**src/rtl/sseq_pkg.sv**
```systemverilog
package sseq_pkg;
  typedef enum logic [2:0] {
    ST_OFF    = 3'd0,
    ST_SAMPLE = 3'd1,
    ST_RAMP   = 3'd2,
    ST_DONE   = 3'd3,
    ST_STOP   = 3'd4
  } seq_state_t;
endpackage

```
**src/rtl/supply_mon.sv**
```systemverilog
module supply_mon #(
  parameter int unsigned CODE_W = 8,
  parameter int unsigned RISE   = 164,
  parameter int unsigned FALL   = 156
) (
  input  logic              clk,
  input  logic              rst,
  input  logic [CODE_W-1:0] vcc_code,
  output logic              good_q
);
  localparam logic [CODE_W-1:0] RISE_C = CODE_W'(RISE);
  localparam logic [CODE_W-1:0] FALL_C = CODE_W'(FALL);

  always_ff @(posedge clk) begin
    if (rst)                            good_q <= 1'b0;
    else if (!good_q && vcc_code > RISE_C) good_q <= 1'b1;
    else if (good_q && vcc_code < FALL_C)  good_q <= 1'b0;
  end


  good_rise_chk: assert property (@(posedge clk) disable iff (rst)
    $rose(good_q) |-> $past(vcc_code) > RISE_C);

  good_fall_chk: assert property (@(posedge clk) disable iff (rst)
    $fell(good_q) |-> $past(vcc_code) < FALL_C);
endmodule

```
**src/rtl/pin_decode.sv**
```systemverilog
module pin_decode #(
  parameter int unsigned CODE_W  = 8,
  parameter int unsigned EN_HI   = 140,
  parameter int unsigned EN_LO   = 16,
  parameter int unsigned EXT_MIN = 20,
  parameter int unsigned EXT_MAX = 132,
  parameter int unsigned INT_REF = 20
) (
  input  logic              clk,
  input  logic              rst,
  input  logic [CODE_W-1:0] pin_code,
  output logic              en_q,
  output logic              ext_q,
  output logic [CODE_W-1:0] tgt_q
);
  localparam logic [CODE_W-1:0] HI_C   = CODE_W'(EN_HI);
  localparam logic [CODE_W-1:0] LO_C   = CODE_W'(EN_LO);
  localparam logic [CODE_W-1:0] XMIN_C = CODE_W'(EXT_MIN);
  localparam logic [CODE_W-1:0] XMAX_C = CODE_W'(EXT_MAX);
  localparam logic [CODE_W-1:0] IREF_C = CODE_W'(INT_REF);

  logic lvl_hi, lvl_ext, lvl_lo;

  always_comb begin
    lvl_hi  = pin_code > HI_C;
    lvl_ext = (pin_code >= XMIN_C) && (pin_code <= XMAX_C);
    lvl_lo  = pin_code < LO_C;
  end

  always_ff @(posedge clk) begin
    if (rst) begin
      en_q  <= 1'b0;
      ext_q <= 1'b0;
      tgt_q <= IREF_C;
    end else if (lvl_hi) begin
      en_q  <= 1'b1;
      ext_q <= 1'b0;
      tgt_q <= IREF_C;
    end else if (lvl_ext) begin
      en_q  <= 1'b1;
      ext_q <= 1'b1;
      tgt_q <= pin_code;
    end else if (lvl_lo) begin
      en_q  <= 1'b0;
    end
  end


  en_fall_chk: assert property (@(posedge clk) disable iff (rst)
    $fell(en_q) |-> $past(pin_code) < LO_C);

  ext_tgt_chk: assert property (@(posedge clk) disable iff (rst)
    $rose(ext_q) |-> tgt_q == $past(pin_code));
endmodule

```
**src/rtl/ramp_gen.sv**
```systemverilog
module ramp_gen #(
  parameter int unsigned CODE_W = 8,
  parameter int unsigned PRESC  = 1569
) (
  input  logic              clk,
  input  logic              rst,
  input  logic              clr,
  input  logic              run,
  input  logic [CODE_W-1:0] tgt,
  output logic [CODE_W-1:0] ref_q
);
  localparam int unsigned PC_W = (PRESC > 1) ? $clog2(PRESC) : 1;

  logic tick;

  generate
    if (PRESC > 1) begin : g_div
      logic [PC_W-1:0] pc_q;
      always_ff @(posedge clk) begin
        if (rst || clr || !run)               pc_q <= '0;
        else if (pc_q == PC_W'(PRESC - 1))    pc_q <= '0;
        else                                  pc_q <= pc_q + 1'b1;
      end
      assign tick = run && (pc_q == PC_W'(PRESC - 1));
    end else begin : g_nodiv
      assign tick = run;
    end
  endgenerate

  always_ff @(posedge clk) begin
    if (rst || clr)                  ref_q <= '0;
    else if (tick && ref_q < tgt)    ref_q <= ref_q + 1'b1;
    else if (tick && ref_q > tgt)    ref_q <= ref_q - 1'b1;
  end


  one_step_chk: assert property (@(posedge clk) disable iff (rst)
    (run && $past(run) && !clr) |->
      (ref_q == $past(ref_q) || ref_q == $past(ref_q) + 1'b1 ||
       ref_q == $past(ref_q) - 1'b1));
endmodule

```
**src/rtl/startup_seq.sv**
```systemverilog
module startup_seq
  import sseq_pkg::*;
#(
  parameter int unsigned CODE_W   = 8,
  parameter int unsigned LIM_W    = 4,
  parameter int unsigned WIN_UNIT = 500,
  parameter int unsigned PRESC    = 1569,
  parameter int unsigned SUP_RISE = 164,
  parameter int unsigned SUP_FALL = 156,
  parameter int unsigned EN_HI    = 140,
  parameter int unsigned EN_LO    = 16,
  parameter int unsigned EXT_MIN  = 20,
  parameter int unsigned EXT_MAX  = 132,
  parameter int unsigned INT_REF  = 20,
  parameter int unsigned STOP_LVL = 2
) (
  input  logic              clk,
  input  logic              rst,
  input  logic [CODE_W-1:0] vcc_code,
  input  logic [CODE_W-1:0] pin_code,
  input  logic [CODE_W-1:0] fb_code,
  input  logic [LIM_W-1:0]  lim_set,
  input  logic              fault_req,
  output logic              vcc_good,
  output logic              ext_mode,
  output logic              sample_win,
  output logic [CODE_W-1:0] ref_code,
  output logic              gate_inhibit,
  output logic              ss_done,
  output logic              discharge_req
);
  localparam int unsigned WIN_W = LIM_W + $clog2(WIN_UNIT + 1);
  localparam logic [CODE_W-1:0] STOP_C = CODE_W'(STOP_LVL);

  seq_state_t       st_q;
  logic [WIN_W-1:0] win_q, win_len;
  logic             en_q, flt_q, caught_q, run, active, ramp_on;
  logic [CODE_W-1:0] tgt;

  supply_mon #(.CODE_W(CODE_W), .RISE(SUP_RISE), .FALL(SUP_FALL)) u_sup (
    .clk(clk), .rst(rst), .vcc_code(vcc_code), .good_q(vcc_good));

  pin_decode #(.CODE_W(CODE_W), .EN_HI(EN_HI), .EN_LO(EN_LO),
               .EXT_MIN(EXT_MIN), .EXT_MAX(EXT_MAX), .INT_REF(INT_REF)) u_pin (
    .clk(clk), .rst(rst), .pin_code(pin_code),
    .en_q(en_q), .ext_q(ext_mode), .tgt_q(tgt));

  always_comb begin
    run     = en_q && vcc_good;
    active  = (st_q == ST_SAMPLE) || (st_q == ST_RAMP) || (st_q == ST_DONE);
    ramp_on = (st_q == ST_RAMP) || (st_q == ST_DONE);
    win_len = WIN_W'(lim_set) * WIN_W'(WIN_UNIT);
  end

  ramp_gen #(.CODE_W(CODE_W), .PRESC(PRESC)) u_ramp (
    .clk(clk), .rst(rst), .clr(!ramp_on), .run(ramp_on),
    .tgt(tgt), .ref_q(ref_code));

  always_ff @(posedge clk) begin
    if (rst)                        flt_q <= 1'b0;
    else if (!run)                  flt_q <= 1'b0;
    else if (fault_req && active)   flt_q <= 1'b1;
  end

  always_ff @(posedge clk) begin
    if (rst) begin
      st_q     <= ST_OFF;
      win_q    <= '0;
      caught_q <= 1'b0;
    end else begin
      case (st_q)
        ST_OFF: if (run && !flt_q) begin
          st_q  <= ST_SAMPLE;
          win_q <= win_len;
        end
        ST_SAMPLE: begin
          caught_q <= 1'b0;
          if (!run || fault_req)   st_q <= ST_STOP;
          else if (win_q == '0)    st_q <= ST_RAMP;
          else                     win_q <= win_q - 1'b1;
        end
        ST_RAMP: begin
          if (ref_code >= fb_code) caught_q <= 1'b1;
          if (!run || fault_req)   st_q <= ST_STOP;
          else if (ref_code == tgt) st_q <= ST_DONE;
        end
        ST_DONE: if (!run || fault_req) st_q <= ST_STOP;
        ST_STOP: begin
          if (run && !flt_q) begin
            st_q  <= ST_SAMPLE;
            win_q <= win_len;
          end else if (fb_code <= STOP_C) begin
            st_q  <= ST_OFF;
          end
        end
        default: st_q <= ST_OFF;
      endcase
    end
  end

  always_comb begin
    sample_win    = (st_q == ST_SAMPLE);
    ss_done       = (st_q == ST_DONE);
    discharge_req = (st_q == ST_STOP);
    gate_inhibit  = (st_q == ST_RAMP) && !caught_q && (ref_code < fb_code);
  end


  win_ref_zero_chk: assert property (@(posedge clk) disable iff (rst)
    sample_win |-> ref_code == '0);

  done_at_tgt_chk: assert property (@(posedge clk) disable iff (rst)
    $rose(ss_done) |-> $past(ref_code) == $past(tgt));

  fault_stop_chk: assert property (@(posedge clk) disable iff (rst)
    (fault_req && active) |=> discharge_req);

  stop_exit_chk: assert property (@(posedge clk) disable iff (rst)
    ($fell(discharge_req) && !sample_win) |-> $past(fb_code) <= STOP_C);
endmodule

```
**config.mk**
```make
export PLATFORM = sky130hd
export DESIGN_NAME = startup_seq
export DESIGN_NICKNAME = d
export VERILOG_FILES = /design/src/rtl/sseq_pkg.sv /design/src/rtl/supply_mon.sv /design/src/rtl/pin_decode.sv /design/src/rtl/ramp_gen.sv /design/src/rtl/startup_seq.sv
export SDC_FILE = /design/constraint.sdc
export NUM_CORES = 1
export LEC_CHECK = 0
export ABC_AREA = 1
export BUFFER_PORTS_ARGS = -buffer_cell sky130_fd_sc_hd__buf_2
export CAP_MARGIN = 20
export CORE_MARGIN = 3
export CORE_UTILIZATION = 55
export DETAILED_ROUTE_END_ITERATION = 10
export GPL_TIMING_DRIVEN = 0
export PLACE_DENSITY = 0.76
export SYNTH_ARGS = -nofsm -noshare
export SYNTH_HDL_FRONTEND = slang
export SYNTH_SLANG_ARGS = --single-unit
export TNS_END_PERCENT = 100
```
**constraint.sdc**
```tcl
create_clock -name clk -period 3.3 [get_ports clk]
set_input_delay 0.165 -clock clk [delete_from_list [all_inputs] [get_ports clk]]
set_output_delay 0.165 -clock clk [all_outputs]
set_load 0.05 [all_outputs]
```
# Word level (Yosys, flattened, before mapping)
# Cells that the tools add are included.
# totals
reg_bits,48
in_bits,31
output_inout_bits,14
elab_cells,100
# classes
n_addsub,4
n_mul,1
order_cmp,11
n_eq_ne,15
n_mux,22
n_bitwise,1
reduce_logical,36
# op_table
op,count
13-bit 2-to-1 mux,3
13-bit one-hot mux with 2 select lines,1
3-bit 2-to-1 mux,8
"8-bit > comparator, second input constant",2
8-bit < comparator,2
8-bit 2-to-1 mux,2
3-bit one-hot mux with 5 select lines,1
13-bit zero test,1
"13-bit by 1-bit subtractor with 13-bit output, second input constant",1
"11-bit by 1-bit adder with 11-bit output, second input constant",1
"11-bit == test, second input constant",1
1-bit logical AND,11
"4-bit by 7-bit multiplier with 11-bit output, second input constant",1
"3-bit by 1-bit != test with 1-bit output, second input constant",3
"8-bit by 1-bit adder with 8-bit output, second input constant",1
8-bit == test,1
"8-bit by 5-bit >= comparator with 1-bit output, second input constant",1
8-bit >= comparator,1
8-bit > comparator,1
"8-bit by 2-bit less-or-equal comparator with 1-bit output, second input constant",1
"8-bit less-or-equal comparator, second input constant",1
"8-bit by 5-bit < comparator with 1-bit output, second input constant",1
"8-bit < comparator, second input constant",1
2-bit nonzero test,4
17 further kinds,39

# Depth between registers and ports, before layout
# Gate-level depths: netlist of the first run.
# depth
word_depth,6
mapped_depth,20
ltp_nobuf,20

# By module
# From an unflattened synthesis of the first run, not the netlist that was laid out.
# unflattened
cells_unflattened,615
hier_area_um2,4090.2
# by_module_without_submodules
mod,n_inst,cells_each,area_per_inst_um2
startup_seq,1,337,2143.3
ramp_gen,1,178,1312.5
pin_decode,1,86,561.8
supply_mon,1,14,72.6

# Least setup slack after synthesis of the first run
# Ideal clock, no wire load.
# synth_path
path_type,register -> register
start,register u_ramp.ref_q[1]
end,register u_ramp.ref_q[7]
arrival_time_ns,2.609
setup_slack_ns,0.576
stages_incl_launch_ff,18
n_path_buf,0
synth_period_minus_slack_ns,2.724
path_cell_list,dfxtp_1 -> ha_1 -> nand2_1 -> nand2_1 -> nand2_1 -> nand2_1 -> a21oi_2 -> nand2_4 -> ha_1 -> a21o_1 -> a21boi_0 -> nand2_1 -> inv_1 -> nand3_1 -> nand2_1 -> nand2_1 -> nand2_1 -> nor2_1
# synth_between
elab_chain_cells,3
word_cells_on_any_way,9
classes_between,add/sub (2); order compare (2); mux (2); reduce/logical (3)
# synth_rtl
element,line_no,source
start: declaration,ramp_gen.sv:10,output logic [CODE_W-1:0] ref_q
start signal: assignment,ramp_gen.sv:32,else if (tick && ref_q < tgt) ref_q <= ref_q + 1'b1;
start signal: assignment,ramp_gen.sv:33,else if (tick && ref_q > tgt) ref_q <= ref_q - 1'b1;
"8-bit by 1-bit subtractor with 8-bit output, or another cell as far along",ramp_gen.sv:33,
"8-bit 2-to-1 mux, or another cell as far along",ramp_gen.sv:33,
8-bit 2-to-1 mux or 2-bit nonzero test (tied branches),n/a,
# Parallel ways exist; a longest one is shown, timed or not. The select of a mux whose other input is x is not followed.
# A chain may end at the register's enable or synchronous reset.

# Worst setup path in the final report of the first run
# layout_path
start,register u_ramp.ref_q[2]
end,register u_ramp.ref_q[7]
# Same word-level chain as after synthesis.

==> results of run 1 <==
[report_power, final]
| part | leakage, nW | internal, W | total, W | switching (W) |
|---|---|---|---|---|
| clock network | 0.0552 | 0.000225 | 0.000420 | 0.000195 |
| registers | 0.390 | 0.000600 | 0.000615 | 0.0000152 |
| logic | 1.64 | 0.000150 | 0.000419 | 0.000269 |
[cell families (layout without fill, tap and decap cells)]
kind of cell / Yosys count / in the layout / synth area share
buf+inv: 101 / 152 / 0.1076
compound gates: 104 / 104 / 0.1584
simple gates: 228 / 228 / 0.2847
flops: 48 / 48 / 0.2566
xor+xnor: 7 / 7 / 0.01637
fa+ha+maj: 48 / 48 / 0.1764
[worst min-delay path by stage]
stage | endpoint | slack, ps | cells after the start | start
2_1_floorplan | u_sup.good_q | 290 | 2 | vcc_code[6]
3_5_place_dp | u_sup.good_q | 400 | 3 | vcc_code[6]
6_report | u_sup.good_q | 90 | 3 | vcc_code[6]
4_1_cts | u_sup.good_q | 90 | 3 | vcc_code[6]
5_1_grt | u_sup.good_q | 120 | 3 | vcc_code[6]
3_3_place_gp | u_sup.good_q | 410 | 3 | vcc_code[6]
[layout by cell type (no fill, tap or decap), types with 5 or more instances in the layout]
master    instances
nand3_1          27
nor3_1            8
dfxtp_1          48
a21oi_1          39
inv_1            81
xor2_1            5
ha_1             40
nor2_1           62
nand2_1          97
a31oi_1           7
inv_2            11
nand4_1           6
clkbuf_8          5
buf_2            47
fa_1              8
o21ai_0          21
o21ai_1          17
[per-layer routing]
metal / vias up / GRT usage / part of all wire / wire length (microns)
met4: 0 / 0.05907 / 0.015 / 119
met1: 1572 / 0.2608 / 0.46 / 3659
met5: - / 0 / 0 / 0
li1: 1843 / - / - / -
met3: 10 / 0.02514 / 0.027 / 215
met2: 45 / 0.3984 / 0.50 / 3923
[state kept, by name (all words and copies together) (netlist names)]
register,count
caught_q,1
u_pin.en_q,1
u_pin.tgt_q,8
u_ramp.ref_q,8
win_q,13
u_sup.good_q,1
flt_q,1
u_ramp.g_div.pc_q,11
u_pin.ext_q,1
st_q,3
[final cells by class]
type | count | area, sq um | area share
Multi-Input combinational cell | 387 | 2381 | 0.5718
Clock inverter | 2 | 35.03 | 0.008413
Inverter | 93 | 349.1 | 0.08383
Tap cell | 77 | 96.34 | 0.02314
Timing Repair Buffer | 43 | 215.2 | 0.05168
Buffer | 8 | 53.80 | 0.01292
Sequential cell | 48 | 960.9 | 0.2308
Clock buffer | 6 | 72.57 | 0.01743
[worst max-delay path: cells and delay by family, from the launching register on]
kind | cells | cell delay, ps
and+or+nand+nor | 10 | 750
AOI/OAI and AO/OA | 3 | 600
buffers and inverters | 2 | 100
DFF | 1 | 510
adders and majority gates | 2 | 660
[through the flow]
step	instance area, sq um	power [W]	std cells
5_1_grt	4164	0.001546	664
6_report	4164	0.001454	664
4_1_cts	4164	0.001461	664
3_5_place_dp	4056	0.001043	656
3_3_place_gp	4056	0.001034	656
2_1_floorplan	3745	0.0009434	536
==> run_results.csv, run 1 <==
group,metric,value,unit
power,worst_ir_drop_vdd,0.2176,mV
yosys,synth_area_per_cell,6.987,sq um
timing,finalCritPeriodShare,0.8207,
die,die_y,88.52,microns
routing,vias,3470,
yosys,yosys_warnings,0,
placed_design,gp_congestion,0.8789,
cells_and_area,diodes,0,
setup_path,crit_end,"u_ramp.ref_q[7]",
timing,setup_viol_count_final,0,
die,coreArea,6459,sq um
grt,grt_pass1_wl,13720,microns
yosys,synth_top_area_share,0.2566,
die,ioPinCount,45,
grt,grt_use_total,0.2149,
routing,dr.first_iter.drc_count,150,
clock_network,root_buffer,"clkbuf_8",
setup_path,ff2ff_path_depth,17,
yosys,synth_cell_type_count,47,
cells_and_area,fillCellCount,604,
die,rows,29,
setup_path,end_kind,"register",
setup_path,critical_path.startpoint,"u_ramp.ref_q[2]",
timing,setup_tns,0,ps
timing,hold_viol,0,
clock_network,clock-sinks,48,
placed_design,portBuffers,43,
yosys,synth_top_area_cell,"dfxtp_1",
yosys,synth_area_leaders,"dfxtp_1, ha_1, nand2_1, inv_1, nor2_1",
routing,postRouteAntennaNets,0,
setup_path,slowest_stage,"dfxtp_1",
routing,wl,7918,microns
min_path,hold_path_class,"in2reg",
setup_path,arrival,2910,ps
clock_network,ctsLongestPathBuffers,2,
routing,drt-pass1-iter-count,4,
yosys,synth.most_common_cell,"nand2_1",
grt,antenna_found_initial,0,
yosys,ys.flop_type,"dfxtp_1",
timing,fmax,0.3692,GHz
timing,whs,91.77,ps
routing,drt-vias-per-instance,5.226,
yosys,synthTopCellsByCount,"nand2_1, inv_1, nor2_1, dfxtp_1, ha_1",
yosys,ys_seq_area_frac,0.2566,
clock_network,cts_resized,0,
outcome,status,"completed",
yosys,syn-cell-area,3745,sq um
yosys,syn_inst,536,
die,dieArea,7835,sq um
yosys,async_reset_ff_frac,0,
clock_network,cts_tree,"built",
placed_design,dp_hpwl,6274,microns
routing,route.detailed.drc,0,
grt,grt_pass1_vias,3285,
setup_path,path_cells,"ha_1 > nand2_1 > inv_2 > nand2_1 > nand2_1 > a21oi_2 > nand2_4 > ha_1 > a21o_1 > a21boi_0 > nand2_1 > inv_1 > nand3_1 > nand2_1 > nand2_1 > nand2_1 > nor2_1",
setup_path,timing_worst_setup_path_type,"reg2reg",
timing,maxSlewHeadroom,0.6925,
setup_path,crit_path_frequent_cell,"nand2_1",
grt,grt_overflow,0,
die,floorplan.initialDensity,0.5798,
timing,rsz0062_at_grt,"false",
clock_network,h-tree-depth,2,
grt,grt_max_degree,15,
timing,worst_slack,591.6,ps
cells_and_area,area_growth,11.19,%
setup_path,crit_required,3510,ps
die,die_w,88.52,microns
setup_path,startpoint_type,"register",
run,cap_violations,0,
setup_path,reg2reg_slack,590,ps
timing,clock_skew,4.908,ps
yosys,synth_nets,615,
clock_network,cts_inserted_buffers,5,
placed_design,pre_cts_slack,474.1,ps
clock_network,path_clk_slew,90,ps
clock_network,postCtsHoldBufs,0,
clock_network,post_cts_buffers,0,
power,powerDensity,349.3,nW/um^2
routing,wl_per_cell,11.92,microns
setup_path,max_stage_delay,510,ps
power,p_leak,2.083,nW
timing,slew_violations,0,
setup_path,crit_fanout,11,
timing,period_needed,2708,ps
cells_and_area,drive_above_1_share,0.1635,
cells_and_area,nNetsFinal,665,
clock_network,clock_latency,300,ps
yosys,ys_ff_latch,48,
yosys,synth-edff-count,0,
setup_path,reg2reg_to,"u_ramp.ref_q[7]",
cells_and_area,post-route-util,0.6447,
timing,tightest_slew,461.2,ps
setup_path,timing.rr.start,"u_ramp.ref_q[2]",
Power figures use the tool's default switching activity.
==> run 2: changes to the inputs <==
--- a/config.mk
+++ b/config.mk
@@ -5,14 +5,14 @@
 export SDC_FILE = /design/constraint.sdc
 export NUM_CORES = 1
 export LEC_CHECK = 0
-export ABC_AREA = 1
+export ABC_AREA = 0
 export BUFFER_PORTS_ARGS = -buffer_cell sky130_fd_sc_hd__buf_2
 export CAP_MARGIN = 20
 export CORE_MARGIN = 3
-export CORE_UTILIZATION = 55
+export CORE_UTILIZATION = 53
 export DETAILED_ROUTE_END_ITERATION = 10
 export GPL_TIMING_DRIVEN = 0
-export PLACE_DENSITY = 0.76
+export PLACE_DENSITY = 0.77
 export SYNTH_ARGS = -nofsm -noshare
 export SYNTH_HDL_FRONTEND = slang
 export SYNTH_SLANG_ARGS = --single-unit
==> constraint.sdc (replaced) <==
create_clock -name clk -period 2.4 [get_ports clk]
set_input_delay 0.12 -clock clk [delete_from_list [all_inputs] [get_ports clk]]
set_output_delay 0.12 -clock clk [all_outputs]
set_load 0.05 [all_outputs]
==> run_results.csv, run 2 <==
group,metric,value,unit
yosys,synthTopCellsByCount,"nor2_1, dfxtp_1, ha_1, inv_1, nand2_1",
cells_and_area,final_common_cell,"nor2_1",
die,dieArea,7827,sq um
yosys,synth_top_area_cell,"dfxtp_1",
setup_path,reg2reg_to,"u_ramp.ref_q[7]",
yosys,ys.flop_type,"dfxtp_1",
timing,hold_viol,0,
yosys,synth-edff-count,0,
routing,highest_layer,"met4",
outcome,status,"finished, violations left",
timing,clock_skew,9.286,ps
cells_and_area,postLayoutCellArea,4519,sq um
setup_path,crit_fanout,7,
grt,grt_max_degree,17,
yosys,async_reset_ff_frac,0,
timing,worst_slack,-935.6,ps
die,die_w,88.47,microns
routing,vias,3373,
grt,grt_overflow,0,
routing,drt-vias-per-instance,5.736,
cells_and_area,diodes,0,
timing,rsz0062_at_grt,"true",
timing,setup_tns,-3562,ps
power,total_power,0.002215,W
routing,route.met2.wl,4255,microns
yosys,synth_nets,520,
timing,fmax,0.2998,GHz
setup_path,critical_path.startpoint,"u_pin.tgt_q[2]",
setup_path,timing.rr.start,"u_pin.tgt_q[2]",
clock_network,path_clk_slew,100,ps
cells_and_area,largest_reg_flops,13,
yosys,ys_ff_latch,48,
setup_path,crit_required,2650,ps
routing,dr.first_iter.drc_count,241,
timing,slew_violations,0,
cells_and_area,reg_top3,"win_q: 13 flops, u_ramp.g_div.pc_q: 11 flops",
yosys,syn-cell-area,3605,sq um
setup_path,reg2reg_slack,-940,ps
clock_network,ctsLongestPathBuffers,2,
timing,whs,62.11,ps
setup_path,end_kind,"register",
die,rows,29,
clock_network,root_buffer,"clkbuf_8",
die,die_y,88.47,microns
setup_path,timing_worst_setup_path_type,"reg2reg",
grt,grt_pass1_wl,14100,microns
routing,wl,9031,microns
cells_and_area,regMostFlops,"win_q",
clock_network,cts_inserted_buffers,5,
yosys,synth_area_leaders,"dfxtp_1, ha_1, nor2_1, fa_1, inv_1",
power,powerDensity,490.1,nW/um^2
routing,wl_per_cell,15.36,microns
clock_network,clock_latency,310,ps
clock_network,cts_tree,"built",
setup_path,crit_end,"u_ramp.ref_q[7]",
placed_design,dp_hpwl,6333,microns
yosys,synth_top_area_share,0.2666,
routing,drt-pass1-iter-count,5,
timing,period_needed,3336,ps
die,ioPinCount,45,
timing,tightest_slew,796.4,ps
grt,grt_use_total,0.2263,
timing,setup_viol_count_final,7,
min_path,hp-start,"vcc_code[7]",
run,cap_violations,0,
outcome,violations,"negative setup slack",
timing,finalCritPeriodShare,1.390,
cells_and_area,final_cell_mix,"nor2_1, buf_2, dfxtp_1",
min_path,hold_path_class,"in2reg",
yosys,synth_area_per_cell,8.174,sq um
placed_design,portBuffers,44,
routing,postRouteAntennaNets,0,
grt,grt_pass1_vias,3043,
clock_network,h-tree-depth,2,
setup_path,ff2ff_path_depth,14,
routing,wl_met1,4082,microns
power,worst_ir_drop_vdd,0.2468,mV
routing,route.detailed.drc,0,
placed_design,gp_congestion,0.8248,
routing,wl_met3,501,microns
yosys,ys_seq_area_frac,0.2666,
die,floorplan.initialDensity,0.5581,
cells_and_area,area_growth,25.37,%
clock_network,clock-sinks,48,
die,coreArea,6459,sq um
yosys,synth.most_common_cell,"nor2_1",
yosys,syn_inst,441,
setup_path,startpoint_type,"register",
grt,antenna_found_initial,0,
placed_design,place_area,4026,sq um
yosys,yosys_warnings,0,
timing,maxSlewHeadroom,0.4645,
yosys,synth_cell_type_count,59,
cells_and_area,fillCellCount,493,
cells_and_area,nNetsFinal,589,
power,p_leak,1.994,nW
setup_path,arrival,3590,ps
cells_and_area,drive_above_1_share,0.2779,
run 2: changes by cell type after synthesis, moves of 13 or more:
| cell | delta |
|---|---|
| a21oi_1 | -13 |
| inv_1 | -41 |
| mux2i_1 | +13 |
| nand2_1 | -66 |
| nand3_1 | -14 |
| o21ai_1 | -17 |
run 2: kinds of logic after synthesis:
family,share of synthesized area
compound gates,0.1722
simple gates,0.2343
fa+ha+maj,0.1833
mux,0.03610
flops,0.2666
xor+xnor,0.03888
buf+inv,0.06872
run 2: per-stage QoR:
step                      worst slack, ps    util  std cells
after floorplan                    -737.5       -        441
after global placement             -906.2  0.6234        562
after detailed placement           -986.9  0.6234        562
after CTS                          -827.0  0.6833        583
after global routing                -1069  0.6997        588
final                              -935.6  0.6997        588
run 2: power breakdown:
part | internal [W] | leakage (nW) | switching (W)
sequential | 0.000816 | 0.395 | 0.0000193
combinational | 0.000315 | 1.53 | 0.000387
clock | 0.000378 | 0.0669 | 0.000300
run 2: repair_timing:
action / CTS / global route
hold buffers: 0 / 0
gates resized for setup: 28 / 28
pin swaps: 13 / 14
setup endpoints to repair: 8 / 21
buffers inserted: 13 / 5
run 2: worst min-delay path by stage:
stage	depth (start not counted)	slack, ps	end
2_1_floorplan	2	260	u_pin.tgt_q[0]
4_1_cts	2	60	u_sup.good_q
3_5_place_dp	3	390	u_pin.tgt_q[1]
3_3_place_gp	3	380	u_pin.tgt_q[1]
6_report	2	60	u_sup.good_q
5_1_grt	2	60	u_sup.good_q
run 2: cell type report:
cell class                 count  area, sq um  share of cell area
timing repair buffer          62        391.6             0.08666
sequential                    48        984.7              0.2179
tap                           77        96.34             0.02132
buffer                        14        101.3             0.02243
inverter                      40        150.1             0.03322
multi-input combinational    339         2663              0.5891
clock inverter                 2        38.79            0.008583
clock buffer                   6        93.84             0.02076
run 2: worst max-delay path, cell delays in order (launching register included):
cell and delay [ps]:
dfxtp_2 340, inv_2 40, ha_4 230, a21o_1 160, a221o_1 360, a221oi_4 380
nand2_4 180, buf_4 200, ha_4 240, nand3_2 100, a21oi_2 70, o41a_1 380
nand4bb_1 230, a211o_1 300, nand2_1 60
run 2: per-layer routing:
layer	up-vias	GRT usage
li1	1675	-
met1	1564	0.3050
met2	111	0.3719
met3	23	0.03911
met4	0	0.06731
met5	-	0
